### src/rtl/spibm_pkg.sv
package spibm_pkg;
    localparam logic [1:0] REG_STAT = 2'd0;
    localparam logic [1:0] REG_CTRL = 2'd1;
    localparam logic [1:0] REG_DATA = 2'd2;

    localparam int STAT_RXF_BIT = 0;
    localparam int STAT_TXE_BIT = 1;
    localparam int CTRL_DMA_BIT = 0;

    typedef enum logic [1:0] {SH_IDLE, SH_LOW, SH_HIGH, SH_TAIL} sh_state_t;
    typedef enum logic [1:0] {TXB_EMPTY, TXB_ARMED, TXB_FULL} txb_state_t;
    typedef enum logic [1:0] {RXB_EMPTY, RXB_FULL, RXB_ARMED} rxb_state_t;
endpackage

### src/rtl/spibm_clkdiv.sv
module spibm_clkdiv #(
    parameter int HALF_DIV = 2
) (
    input  logic clk,
    input  logic rst_n,
    input  logic run,
    output logic tick
);
    localparam int CW = (HALF_DIV > 1) ? $clog2(HALF_DIV) : 1;
    localparam logic [CW-1:0] LAST = CW'(HALF_DIV - 1);

    logic [CW-1:0] cnt_q;

    assign tick = run && (cnt_q == LAST);

    always_ff @(posedge clk or negedge rst_n) begin
        if (!rst_n)          cnt_q <= '0;
        else if (!run || tick) cnt_q <= '0;
        else                 cnt_q <= cnt_q + 1'b1;
    end

    generate
        if (HALF_DIV > 1) begin : g_gap_chk
            // ticks are separated by at least one idle cycle
            p_tick_gap_r11: assert property (@(posedge clk) disable iff (!rst_n)
                tick |=> !tick);
        end
    endgenerate
endmodule

### src/rtl/spibm_shifter.sv
module spibm_shifter
    import spibm_pkg::*;
#(
    parameter int DW = 8
) (
    input  logic          clk,
    input  logic          rst_n,
    input  logic          tick,
    input  logic          tx_full,
    input  logic [DW-1:0] tx_data,
    input  logic          miso,
    output logic          run,
    output logic          take,
    output logic          done,
    output logic [DW-1:0] rx_byte,
    output logic          sclk,
    output logic          mosi,
    output logic          cs_n
);
    localparam int BW = (DW > 1) ? $clog2(DW) : 1;
    localparam logic [BW-1:0] LAST_BIT = BW'(DW - 1);

    sh_state_t     state_q, state_d;
    logic [DW-1:0] tsh_q, rsh_q;
    logic [BW-1:0] bit_q;
    logic          last;

    assign last = (bit_q == LAST_BIT);

    always_comb begin
        state_d = state_q;
        take    = 1'b0;
        done    = 1'b0;
        unique case (state_q)
            SH_IDLE: begin
                if (tx_full) begin
                    take    = 1'b1;
                    state_d = SH_LOW;
                end
            end
            SH_LOW: begin
                if (tick) state_d = SH_HIGH;
            end
            SH_HIGH: begin
                if (tick) begin
                    if (last) begin
                        done = 1'b1;
                        if (tx_full) begin
                            take    = 1'b1;
                            state_d = SH_LOW;
                        end else begin
                            state_d = SH_TAIL;
                        end
                    end else begin
                        state_d = SH_LOW;
                    end
                end
            end
            SH_TAIL: begin
                if (tick) state_d = SH_IDLE;
            end
            default: state_d = SH_IDLE;
        endcase
    end

    always_ff @(posedge clk or negedge rst_n) begin
        if (!rst_n) state_q <= SH_IDLE;
        else        state_q <= state_d;
    end

    always_ff @(posedge clk or negedge rst_n) begin
        if (!rst_n) begin
            tsh_q <= '0;
            rsh_q <= '0;
            bit_q <= '0;
        end else begin
            if (take) begin
                tsh_q <= tx_data;
                bit_q <= '0;
            end else if (state_q == SH_HIGH && tick && !last) begin
                tsh_q <= {tsh_q[DW-2:0], 1'b0};
                bit_q <= bit_q + 1'b1;
            end
            if (state_q == SH_LOW && tick) rsh_q <= {rsh_q[DW-2:0], miso};
        end
    end

    always_comb begin
        run     = (state_q != SH_IDLE);
        sclk    = (state_q == SH_HIGH);
        cs_n    = (state_q == SH_IDLE);
        mosi    = tsh_q[DW-1];
        rx_byte = rsh_q;
    end

    // a frame end with a byte waiting continues with select held and clock low
    p_chain_r6: assert property (@(posedge clk) disable iff (!rst_n)
        (done && tx_full) |=> (!cs_n && !sclk && bit_q == '0));
    // MOSI holds its value across the high phase of SCLK
    p_mosi_stable_r3: assert property (@(posedge clk) disable iff (!rst_n)
        (sclk && $past(sclk)) |-> $stable(mosi));
endmodule

### src/rtl/spibm_txbuf.sv
module spibm_txbuf
    import spibm_pkg::*;
#(
    parameter int DW = 8
) (
    input  logic          clk,
    input  logic          rst_n,
    input  logic          data_wr,
    input  logic          stat_rd,
    input  logic          dma_en,
    input  logic          take,
    input  logic [DW-1:0] wdata,
    output logic          tx_full,
    output logic [DW-1:0] tx_data
);
    txb_state_t state_q, state_d;
    logic       accept;

    always_comb begin
        state_d = state_q;
        accept  = 1'b0;
        unique case (state_q)
            TXB_EMPTY: begin
                if (data_wr && dma_en) begin
                    accept  = 1'b1;
                    state_d = TXB_FULL;
                end else if (stat_rd) begin
                    state_d = TXB_ARMED;
                end
            end
            TXB_ARMED: begin
                if (data_wr) begin
                    accept  = 1'b1;
                    state_d = TXB_FULL;
                end
            end
            TXB_FULL: begin
                if (take) state_d = TXB_EMPTY;
            end
            default: state_d = TXB_EMPTY;
        endcase
    end

    always_ff @(posedge clk or negedge rst_n) begin
        if (!rst_n) state_q <= TXB_EMPTY;
        else        state_q <= state_d;
    end

    always_ff @(posedge clk or negedge rst_n) begin
        if (!rst_n)      tx_data <= '0;
        else if (accept) tx_data <= wdata;
    end

    always_comb tx_full = (state_q == TXB_FULL);

    // an unarmed write with DMA off leaves the buffer untouched
    p_unarmed_write_r2: assert property (@(posedge clk) disable iff (!rst_n)
        (state_q == TXB_EMPTY && data_wr && !dma_en) |=> (state_q != TXB_FULL && $stable(tx_data)));
    // a write into a full buffer changes nothing
    p_full_write_r5: assert property (@(posedge clk) disable iff (!rst_n)
        (state_q == TXB_FULL && data_wr) |=> $stable(tx_data));
    // the engine only takes a buffered byte, and the take empties the buffer
    p_take_full_r12: assert property (@(posedge clk) disable iff (!rst_n)
        take |-> (state_q == TXB_FULL));
    p_take_empties_r12: assert property (@(posedge clk) disable iff (!rst_n)
        take |=> (state_q == TXB_EMPTY));
endmodule

### src/rtl/spibm_rxbuf.sv
module spibm_rxbuf
    import spibm_pkg::*;
#(
    parameter int DW = 8
) (
    input  logic          clk,
    input  logic          rst_n,
    input  logic          done,
    input  logic [DW-1:0] rx_byte,
    input  logic          stat_rd,
    input  logic          data_rd,
    output logic          rx_full,
    output logic [DW-1:0] rx_data
);
    rxb_state_t state_q, state_d;
    logic       load;

    always_comb begin
        state_d = state_q;
        load    = 1'b0;
        unique case (state_q)
            RXB_EMPTY: begin
                if (done) begin
                    load    = 1'b1;
                    state_d = RXB_FULL;
                end
            end
            RXB_FULL: begin
                if (stat_rd) state_d = RXB_ARMED;
            end
            RXB_ARMED: begin
                if (data_rd) begin
                    if (done) begin
                        load    = 1'b1;
                        state_d = RXB_FULL;
                    end else begin
                        state_d = RXB_EMPTY;
                    end
                end
            end
            default: state_d = RXB_EMPTY;
        endcase
    end

    always_ff @(posedge clk or negedge rst_n) begin
        if (!rst_n) state_q <= RXB_EMPTY;
        else        state_q <= state_d;
    end

    always_ff @(posedge clk or negedge rst_n) begin
        if (!rst_n)    rx_data <= '0;
        else if (load) rx_data <= rx_byte;
    end

    always_comb rx_full = (state_q != RXB_EMPTY);

    // a frame ending into an occupied buffer is dropped
    p_overrun_keep_r9: assert property (@(posedge clk) disable iff (!rst_n)
        (state_q != RXB_EMPTY && done && !(state_q == RXB_ARMED && data_rd))
        |=> ($stable(rx_data) && state_q != RXB_EMPTY));
    // a data read without a prior status read keeps the flag
    p_unarmed_read_r8: assert property (@(posedge clk) disable iff (!rst_n)
        (state_q == RXB_FULL && data_rd) |=> (state_q != RXB_EMPTY));
    // clearing read and frame end together leave the buffer full
    p_collide_r10: assert property (@(posedge clk) disable iff (!rst_n)
        (state_q == RXB_ARMED && data_rd && done) |=> (state_q == RXB_FULL));
endmodule

### src/rtl/spi_buffered_master.sv
module spi_buffered_master
    import spibm_pkg::*;
#(
    parameter int DW       = 8,
    parameter int HALF_DIV = 2
) (
    input  logic          clk,
    input  logic          rst_n,
    input  logic          bus_sel,
    input  logic          bus_wr,
    input  logic [1:0]    bus_addr,
    input  logic [DW-1:0] bus_wdata,
    output logic [DW-1:0] bus_rdata,
    output logic          dma_req,
    output logic          spi_sclk,
    output logic          spi_mosi,
    input  logic          spi_miso,
    output logic          spi_cs_n
);
    logic          stat_rd, data_rd, data_wr, ctrl_wr;
    logic          dma_en;
    logic          tx_full, rx_full;
    logic [DW-1:0] tx_data, rx_data, rx_byte;
    logic          run, tick, take, done;

    assign stat_rd = bus_sel && !bus_wr && (bus_addr == REG_STAT);
    assign data_rd = bus_sel && !bus_wr && (bus_addr == REG_DATA);
    assign data_wr = bus_sel &&  bus_wr && (bus_addr == REG_DATA);
    assign ctrl_wr = bus_sel &&  bus_wr && (bus_addr == REG_CTRL);

    always_ff @(posedge clk or negedge rst_n) begin
        if (!rst_n)       dma_en <= 1'b0;
        else if (ctrl_wr) dma_en <= bus_wdata[CTRL_DMA_BIT];
    end

    assign dma_req = dma_en && !tx_full;

    always_comb begin
        bus_rdata = '0;
        case (bus_addr)
            REG_STAT: begin
                bus_rdata[STAT_TXE_BIT] = !tx_full;
                bus_rdata[STAT_RXF_BIT] = rx_full;
            end
            REG_CTRL: bus_rdata[CTRL_DMA_BIT] = dma_en;
            REG_DATA: bus_rdata = rx_data;
            default:  bus_rdata = '0;
        endcase
    end

    spibm_clkdiv #(.HALF_DIV(HALF_DIV)) u_div (
        .clk(clk), .rst_n(rst_n), .run(run), .tick(tick)
    );

    spibm_txbuf #(.DW(DW)) u_tx (
        .clk(clk), .rst_n(rst_n), .data_wr(data_wr), .stat_rd(stat_rd),
        .dma_en(dma_en), .take(take), .wdata(bus_wdata),
        .tx_full(tx_full), .tx_data(tx_data)
    );

    spibm_rxbuf #(.DW(DW)) u_rx (
        .clk(clk), .rst_n(rst_n), .done(done), .rx_byte(rx_byte),
        .stat_rd(stat_rd), .data_rd(data_rd),
        .rx_full(rx_full), .rx_data(rx_data)
    );

    spibm_shifter #(.DW(DW)) u_sh (
        .clk(clk), .rst_n(rst_n), .tick(tick), .tx_full(tx_full),
        .tx_data(tx_data), .miso(spi_miso), .run(run), .take(take),
        .done(done), .rx_byte(rx_byte), .sclk(spi_sclk),
        .mosi(spi_mosi), .cs_n(spi_cs_n)
    );

    // a write while the request is raised is always accepted
    p_dma_accept_r4: assert property (@(posedge clk) disable iff (!rst_n)
        (dma_req && data_wr) |=> tx_full);
    // select is released whenever the serial clock is low and no frame runs
    p_idle_sel_r11: assert property (@(posedge clk) disable iff (!rst_n)
        (!run) |-> (spi_cs_n && !spi_sclk));
endmodule

### config.mk
export PLATFORM = sky130hd
export DESIGN_NAME = spi_buffered_master
export DESIGN_NICKNAME = d
export VERILOG_FILES = /design/src/rtl/spibm_pkg.sv /design/src/rtl/spibm_clkdiv.sv /design/src/rtl/spibm_shifter.sv /design/src/rtl/spibm_txbuf.sv /design/src/rtl/spibm_rxbuf.sv /design/src/rtl/spi_buffered_master.sv
export SDC_FILE = /design/constraint.sdc
export NUM_CORES = 1
export LEC_CHECK = 0
export CORE_MARGIN = 2
export CORE_UTILIZATION = 29
export CTS_BUF_LIST = sky130_fd_sc_hd__clkbuf_16
export CTS_CLUSTER_DIAMETER = 30
export DETAILED_ROUTE_END_ITERATION = 8
export PLACE_DENSITY = 0.5
export SLEW_MARGIN = 20
export SYNTH_ARGS = -nofsm -noshare
export SYNTH_HDL_FRONTEND = slang
export SYNTH_SLANG_ARGS = --single-unit
export TNS_END_PERCENT = 100
### constraint.sdc
create_clock -name clk -period 2.55 [get_ports clk]
set_input_delay 0.51 -clock clk [delete_from_list [all_inputs] [get_ports clk]]
set_output_delay 0.51 -clock clk [all_outputs]
set_load 0.05 [all_outputs]
After elaboration in Yosys (flattened, before gate mapping). Cells that the tools add are included.

Add/subtract/negate cells: 2. Equality and inequality tests: 20. Reduce and logical (&&, ||, !) cells: 27. Muxes and demuxes: 38.

Operators with widths (number): 2-bit 2-to-1 mux (13); 8-bit 2-to-1 mux (2); 1-bit logical AND (12); 1-bit 2-to-1 mux (12); 2-bit case mux with 3 select lines (2); 2-bit == test, second input constant (5); 2-bit != test, second input constant (5); 2-bit by 1-bit == test with 1-bit output, second input constant (4); 2-bit logical NOT (4); 2-bit by 1-bit != test with 1-bit output, second input constant (4); 1-bit case mux with 2 select lines (4); 2-bit case mux with 4 select lines (1); 3-bit 2-to-1 mux (2); 6-bit 2-to-1 mux (1); 3-bit AND reduction (2); 2-bit nonzero test (3); 1-bit logical NOT (4); 4-bit AND reduction (1); 3-bit by 1-bit adder with 3-bit output, second input constant (1); 3-bit == test, second input constant (1); 3-bit by 2-bit != test with 1-bit output, second input constant (1); 1-bit case mux with 3 select lines (1); 1-bit adder, second input constant (1); 1-bit logical OR (1).

Logic and storage cells: 97. Register bits after elaboration: 43. Input port bits: 15. Output and inout bits: 12.

Depth between registers and ports, before layout. Gate-level depths: netlist of the first run.

Depth after elaboration: 7. Gate-level depth with buffers: 7. Mapped depth without buffers: 6.

By module. A second synthesis of the first run with hierarchy kept.

Cell total of the unflattened synthesis: 150. Area total of the unflattened synthesis: 1981.9 um2.

By module, submodules not included: spibm_shifter (seq. area each 525.5 um2, times used 1, cells each 74, area each 978.4 um2); spibm_rxbuf (seq. area each 250.2 um2, times used 1, cells each 27, area each 409.1 um2); spibm_txbuf (seq. area each 250.2 um2, times used 1, cells each 26, area each 394.1 um2); spi_buffered_master (seq. area each 25.0 um2, times used 1, cells each 20, area each 158.9 um2); spibm_clkdiv (seq. area each 25.0 um2, times used 1, cells each 3, area each 41.3 um2).

Least setup slack after synthesis of the first run. OpenSTA, ideal clock, no wires.

Path kind: input -> output. From: in bus_addr[1]. To: out bus_rdata[0]. Setup slack: 282 ps. Data required time: 2040 ps. Buffers on the path: 1. Stages: 2. Arrival time: 1758 ps. Cells stage by stage: buf_4 -> o21ai_0.

Cells in the longest elaborated chain, start to end: 2. Elaborated cells on any way between the ends: 4. Those cells by class: eq/ne (2); mux (1); reduce/logical (1).

RTL lines: start, declared (RTL line spi_buffered_master.sv:11) `input logic [1:0] bus_addr,`; 2-bit == test (tied with other cells) (RTL line spi_buffered_master.sv:40) `case (bus_addr)`; 1-bit case mux with 3 select lines * (RTL line spi_buffered_master.sv:40); end, declared (RTL line spi_buffered_master.sv:13) `output logic [DW-1:0] bus_rdata,`.

Every way passes the cells marked *; elsewhere a longest branch is shown, timed or not.

Worst setup path after layout of the first run.
From: in bus_addr[0]. To: out bus_rdata[0].

Same word-level chain as after synthesis.

==> summary.md, run 1 <==
| Metric | Value |
|---|---|
| First-pass GRT wire length | `between 6000 and 7000 um` |
| Multi-input logic area | `~840 sq um` |
| Main combinational cell family by area after synthesis | `multiplexers` |
| Clock power frac | `roughly 26%` |
| Synth Area in Simple Gates | `11.1%` |
| Routed wl met2 | `between 1500 and 2000 um` |
| Vias | `1,269` |
| Comb pwr share | `between 30 and 40%` |
| Clock Skew | `~0.0029 ns` |
| R2R setup slack | `about 0.55 ns` |
| Lkg Pwr | `approximately 1.2 nW` |
| Max Cap Violations | `0` |
| IO Pins | `27` |
| Worst-path fanout max | `8` |
| Initial core utilization | `approximately 30%` |
| Post-CTS setup buffers | `0` |
| Pins over their slew limit | `0` |
| Post-Synth XOR/XNOR Area | `less than 1%` |
| Rel. slew slack | `37.5%` |
| Core area | `roughly 6400 sq um` |
| FFs w/ async S/R, synth | `100%` |
| Met3 routed WL | `about 120 um` |
| P_sw | `around 0.85 mW` |
| Port Buffers | `26` |
| Mux contribution to synthesized area | `roughly 16%` |
| Pwr/cell area | `1050 nW/um^2` |
| Routed vias/inst | `roughly 4.8` |
| Yosys top cell by area | `dfrtp_1` |
| Detail Route Antenna Nets | `0` |
| Post-synth EDFFs | `0` |
| Share of the synthesized area in the top cell type | `55.2%` |
| Post-CTS sizing | `0` |
| Seq pwr share | `43.4%` |
| Crit path launch type | `input pin` |
| Final TNS setup | `0 ns` |
| Routed WL per cell | `between 10 and 15 um` |
| Hold-fix buffers, CTS | `0` |
| Clock Pin Slew Worst Setup and Hold Paths | `about 0.060 ns` |
| DRT iter0 DRCs | `57` |
| Critical Path RT | `between 2 and 2.5 ns` |
| Fin. Hold Viols | `0` |
| Ys Warns | `0` |
| Top FF cell, synth | `dfrtp_1` |
| Synth cell types | `32` |
| Largest net degree at the start of global routing | `44` |
| Crit path kind | `in2out` |
| Period utilization | `between 90% and 100%` |
| Status | `complete, no violations` |
| Synth Area in Adders | `approximately 1.3%` |
| Routability Congestion | `~0.74` |
| Slew @ Worst Pin | `0.938 ns` |
| Number of global-route vias before repair | `between 1,000 and 1,500` |
| Top layer in use | `met4` |
| Fmax achieved | `around 430 MHz` |
| Syn avg cell area | `approximately 13 sq um` |
| HPWL Detailed | `approximately 2700 um` |
| Seq/Total Area, Yosys | `a little under three fifths` |
| FILL cells | `between 500 and 600` |
| Setup violators final | `0` |
| Row cnt | `29` |
| Initial antenna violation count | `0` |
| Final WL | `3670 um` |
| Reg2Reg Depth | `5` |
| CTS tree | `yes` |
| Maximum vdd drop | `0.610 mV` |
| R2r startpoint | `u_sh.bit_q[0]$_DFFE_PN0P_` |
| DIE AREA | `7390 sq um` |
| CTS max path bufs | `2` |
| Chip Width | `around 86 um` |
| CTS sink cnt | `between 40 and 50` |
| Fin crit period | `roughly 2.4 ns` |
| Register area | `between 1000 and 1500 sq um` |
| Clk root buf | `clkbuf_16` |
| Clock insertion delay at the later pin of the skew report | `~0.27 ns` |
| Synthesized Nets | `approximately 170` |
| Die Span Y | `roughly 86 um` |
| Total track usage | `a little over a tenth` |
| Synth Area in Compound Gates | `~14%` |
| Synth area leaders | `dfrtp_1 (55%), mux2_2 (14%), a22o_1 (3.1%)` |
| Crit. End Element | `output port` |
| Met1 WL | `1560 um` |
| First-pass DRT Iterations | `4` |
| H-tree depth | `2` |
| Reg2reg end | `u_rx.rx_data[6]$_DFFE_PN0P_` |
| Net Sw Frac | `between 30% and 40%` |
| Synth Instances | `between 150 and 200` |
| Number of synthesized register bits | `43` |
| Arr. time, crit path | `1.84 ns` |
| P&R area growth vs syn | `31.7%` |
| Crit path from | `bus_addr[0]` |
| GRT overflow | `0` |
| Number of CTS-inserted buffers | `5` |
| Ratio of cells with drive above 1 in the final layout | `approximately 28%` |
| Total power | `about 2.7 mW` |
| Diodes inserted | `0` |
| Hold crit path type | `in2async` |
| Int Pwr | `roughly 1.8 mW` |
| RSZ-0062 raised after global routing | `no` |
| DRC | `0` |
| Final nets | `around 200` |
| Cell Area, Synth | `slightly below 2000 sq um` |
-- state kept, by name, summed over array words and instances (netlist names) --
name,flops
u_tx.state_q,2
u_sh.bit_q,3
u_rx.rx_data,8
dma_en,1
u_div.cnt_q,1
u_rx.state_q,2
u_sh.tsh_q,8
u_sh.rx_byte,8
u_tx.tx_data,8
u_sh.state_q,2
-- power by group through the flow --
stage	registers (mW)	logic (mW)	clock network (mW)
finish	1.17	0.829	0.691
global route	1.21	0.905	0.745
CTS	1.17	0.847	0.717
detailed placement	1.18	0.844	0
global placement	1.16	0.803	0
floorplan	1.10	0.624	0
-- worst max-delay path by stage --
stage / cells after the start / end
finish: 5 / bus_rdata[0]
global placement: 5 / u_rx.rx_data[2]$_DFFE_PN0P_
detailed placement: 6 / u_tx.tx_data[5]$_DFFE_PN0P_
floorplan: 2 / bus_rdata[0]
global route: 5 / bus_rdata[0]
CTS: 3 / dma_req
-- placed cells by master, fill, tap and decap left out, types with 3 or more instances in the layout --
cell type,Yosys,routed
dfrtp_1,43,43
mux2_2,25,25
clkdlybuf4s50_1,0,16
nor2_1,11,11
buf_12,0,8
and2_1,7,7
a22o_1,7,7
a21o_1,7,7
buf_4,1,7
a21oi_1,5,5
o21ai_0,5,5
clkbuf_16,0,5
nand2_1,4,4
nand2b_1,4,4
nand3b_1,4,4
mux2i_1,3,3
-- metal layers --
metal / vias up / track usage [%]
met2: 20 / 19.0
met1: 633 / 12.8
met4: 0 / 4.04
met3: 2 / 2.50
met5: - / 0
li1: 614 / -
-- Yosys cell counts, types with 2 or more instances --
cell type and n:
a211oi_1 2, a22o_1 7, mux2i_1 3, nand3b_1 4, mux2_2 25, dfrtp_1 43, buf_2 5, nand2b_1 4
and2_1 7, nor2_1 11, ha_1 2, o21ai_0 5, o21bai_1 2, a21oi_1 5, nand2_1 4, a21o_1 7
-- cells by family after synthesis --
logic type	count (synthesis)
DFF	43
and+or+nand+nor	36
AOI/OAI and AO/OA	35
muxes	28
buffers and inverters	7
adders and majority gates	2
xor gates and xnor gates	1
-- stage by stage --
stage | cell area, sq um | hold WS [ns] | utilization (%) | setup WS, ns | instances
after detailed placement | 2400 | 0.469 | 37.4 | 0.0986 | 256
after floorplan | 1950 | 0.214 | - | 0.282 | 152
final | 2570 | 0.380 | 40.0 | 0.200 | 264
after global routing | 2570 | 0.448 | 40.0 | 0.110 | 264
after CTS | 2560 | 0.411 | 39.9 | 0.0473 | 264
after global placement | 2400 | 0.461 | 37.4 | 0.156 | 256
-- worst max-delay path: stages --
cell and delay, ns:
clkdlybuf4s50_1 0.57, and2b_2 0.32, nand2_1 0.08, o21ai_0 0.16
buf_12 0.20
-- area by class of cell --
class | instances | area share, %
Sequential cell | 43 | 41.9
Inverter | 1 | 0.146
Clock buffer | 5 | 4.88
Multi-Input combinational cell | 102 | 32.6
Clock inverter | 3 | 1.51
Timing Repair Buffer | 33 | 15.2
Tap cell | 77 | 3.75
No activity file was read; power rests on OpenSTA's default activity.
==> run 2: changes to the inputs <==
Settings changed: CTS_BUF_LIST sky130_fd_sc_hd__clkbuf_16 to not set.
==> run 2 against run 1 <==
Against the previous run: wire length grew 0.19%; core utilization shrank 0.72 points; largest cell class unchanged; maximum frequency is essentially flat; critical endpoint unchanged; combinational power is essentially flat; setup slack is essentially flat; sequential cell count is the same; final area shrank 1.8%; clock power shrank 22%; register-to-register slack is essentially flat; global-route usage is the same.
==> summary.md, run 2 (synthesized netlist as in run 1, its figures left out) <==
| Metric | Value |
|---|---|
| Total power | `2.53 mW` |
| Core area | `roughly 6400 sq um` |
| Final TNS setup | `0 ns` |
| Die Span Y | `roughly 86 um` |
| Worst path bufs/invs | `2` |
| Post-CTS sizing | `0` |
| First-pass GRT wire length | `between 6000 and 7000 um` |
| Number of CTS-inserted buffers | `5` |
| Clock Pin Slew Worst Setup and Hold Paths | `0.08 ns` |
| CP top delay family | `buffers and inverters` |
| Lkg Pwr | `between 1 and 1.5 nW` |
| Total track usage | `10.8%` |
| Initial core utilization | `30.3%` |
| Fmax achieved | `~430 MHz` |
| Most frequent cells in the layout | `dfrtp_1 (43), mux2_2 (25), clkdlybuf4s50_1 (16)` |
| Crit-path cells | `clkdlybuf4s50_1 -> and2b_2 -> nand2_1 -> o21ai_0 -> buf_12` |
| Pwr/cell area | `between 1000 and 1500 nW/um^2` |
| Crit path launch type | `input pin` |
| Rel. slew slack | `a little under two fifths` |
| Routed WL per cell | `~14 um` |
| Hold-fix buffers, CTS | `0` |
| Post-CTS setup buffers | `0` |
| Setup WS post-layout | `roughly 0.2 ns` |
| CTS sink cnt | `between 40 and 50` |
| Status | `complete, no violations` |
| Diodes inserted | `0` |
| Crit path kind | `in2out` |
| Max Cap Violations | `0` |
| Fin util | `39.2%` |
| Number of global-route vias before repair | `between 1,000 and 1,500` |
| DIE AREA | `7390 sq um` |
| Ratio of cells with drive above 1 in the final layout | `28.3%` |
| Post-Place Cells | `256` |
| Routability Congestion | `between 0.7 and 0.8` |
| Largest net degree at the start of global routing | `44` |
| RSZ-0062 raised after global routing | `no` |
| Clock insertion delay at the later pin of the skew report | `approximately 0.29 ns` |
| FILL cells | `about 600` |
| CTS tree | `yes` |
| Crit path largest cell delay | `0.57 ns` |
| Non-Filler Instances | `264` |
| Final WL | `about 3700 um` |
| Vias | `between 1,000 and 1,500` |
| Worst-path fanout max | `8` |
| Port Buffers | `26` |
| Crit. End Element | `output port` |
| Routed vias/inst | `slightly below 5` |
| Maximum vdd drop | `0.465 mV` |
| GRT overflow | `0` |
| IO Pins | `27` |
| Arr. time, crit path | `~1.8 ns` |
| Period utilization | `between 90% and 100%` |
| Detail Route Antenna Nets | `0` |
| Most common cell after layout, fill and taps aside | `dfrtp_1` |
| Slowest stage cell, crit path | `clkdlybuf4s50_1` |
| Final nets | `203` |
| CTS max path bufs | `2` |
| Slew @ Worst Pin | `between 0.9 and 1 ns` |
| Hold crit path type | `in2async` |
| HPWL Detailed | `roughly 2700 um` |
| Fin crit period | `between 2 and 2.5 ns` |
| Setup violators final | `0` |
| H-tree depth | `2` |
| First-pass DRT Iterations | `3` |
| Pins over their slew limit | `0` |
| Critical Path RT | `2.04 ns` |
| Row cnt | `29` |
| P&R area growth vs syn | `29.4%` |
| Place WS | `slightly below 0.1 ns` |
| Clock Skew | `around 0.0054 ns` |
| Initial antenna violation count | `0` |
| Fin. Hold Viols | `0` |
| Chip Width | `86.0 um` |
| DRT iter0 DRCs | `63` |
| Clk root buf | `clkbuf_8` |
| Multi-input logic area | `836 sq um` |
| DRC | `0` |
| Register area | `approximately 1100 sq um` |
-- run 2: stage by stage --
| step | hold WS [ns] | instance area, sq um |
|---|---|---|
| floorplan | 0.214 | 1950 |
| global placement | 0.461 | 2400 |
| detailed placement | 0.469 | 2400 |
| CTS | 0.389 | 2520 |
| global route | 0.427 | 2520 |
| finish | 0.359 | 2520 |
-- run 2: power by group --
| part | internal, mW | total (mW) | switching (mW) | leakage (nW) |
|---|---|---|---|---|
| logic | 0.424 | 0.828 | 0.404 | 0.535 |
| registers | 0.951 | 1.17 | 0.214 | 0.552 |
| clock network | 0.317 | 0.537 | 0.220 | 0.0612 |
-- run 2: layout make-up --
type                            count  area share (%)
Sequential cell                    43            42.7
Multi-Input combinational cell    102            33.2
Timing Repair Buffer               33            15.5
Tap cell                           77            3.82
Clock buffer                        6            3.28
Clock inverter                      2            1.39
Inverter                            1           0.149
-- run 2: worst paths after layout --
path	from	end	slack, ns	depth (start not counted)
min reg2reg	u_sh.tsh_q[7]$_DFFE_PN0P_	u_sh.tsh_q[7]$_DFFE_PN0P_	0.48	1
max in group asynchronous	rst_n	u_tx.tx_data[2]$_DFFE_PN0P_	1.61	1
min	rst_n	u_sh.rx_byte[4]$_DFFE_PN0P_	0.36	1
max	bus_addr[0]	bus_rdata[0]	0.20	5
max reg2reg	u_sh.bit_q[0]$_DFFE_PN0P_	u_rx.rx_data[6]$_DFFE_PN0P_	0.54	5
min in group clk	u_sh.tsh_q[7]$_DFFE_PN0P_	u_sh.tsh_q[7]$_DFFE_PN0P_	0.48	1
-- run 2: per-layer routing --
| layer | share of wire, % | track usage (%) | routed length [um] |
|---|---|---|---|
| met5 | 0 | 0 | 0 |
| met1 | 42 | 12.5 | 1560 |
| met3 | 4.1 | 3.27 | 152 |
| met4 | 1.1 | 3.03 | 39 |
| met2 | 52 | 19.2 | 1920 |
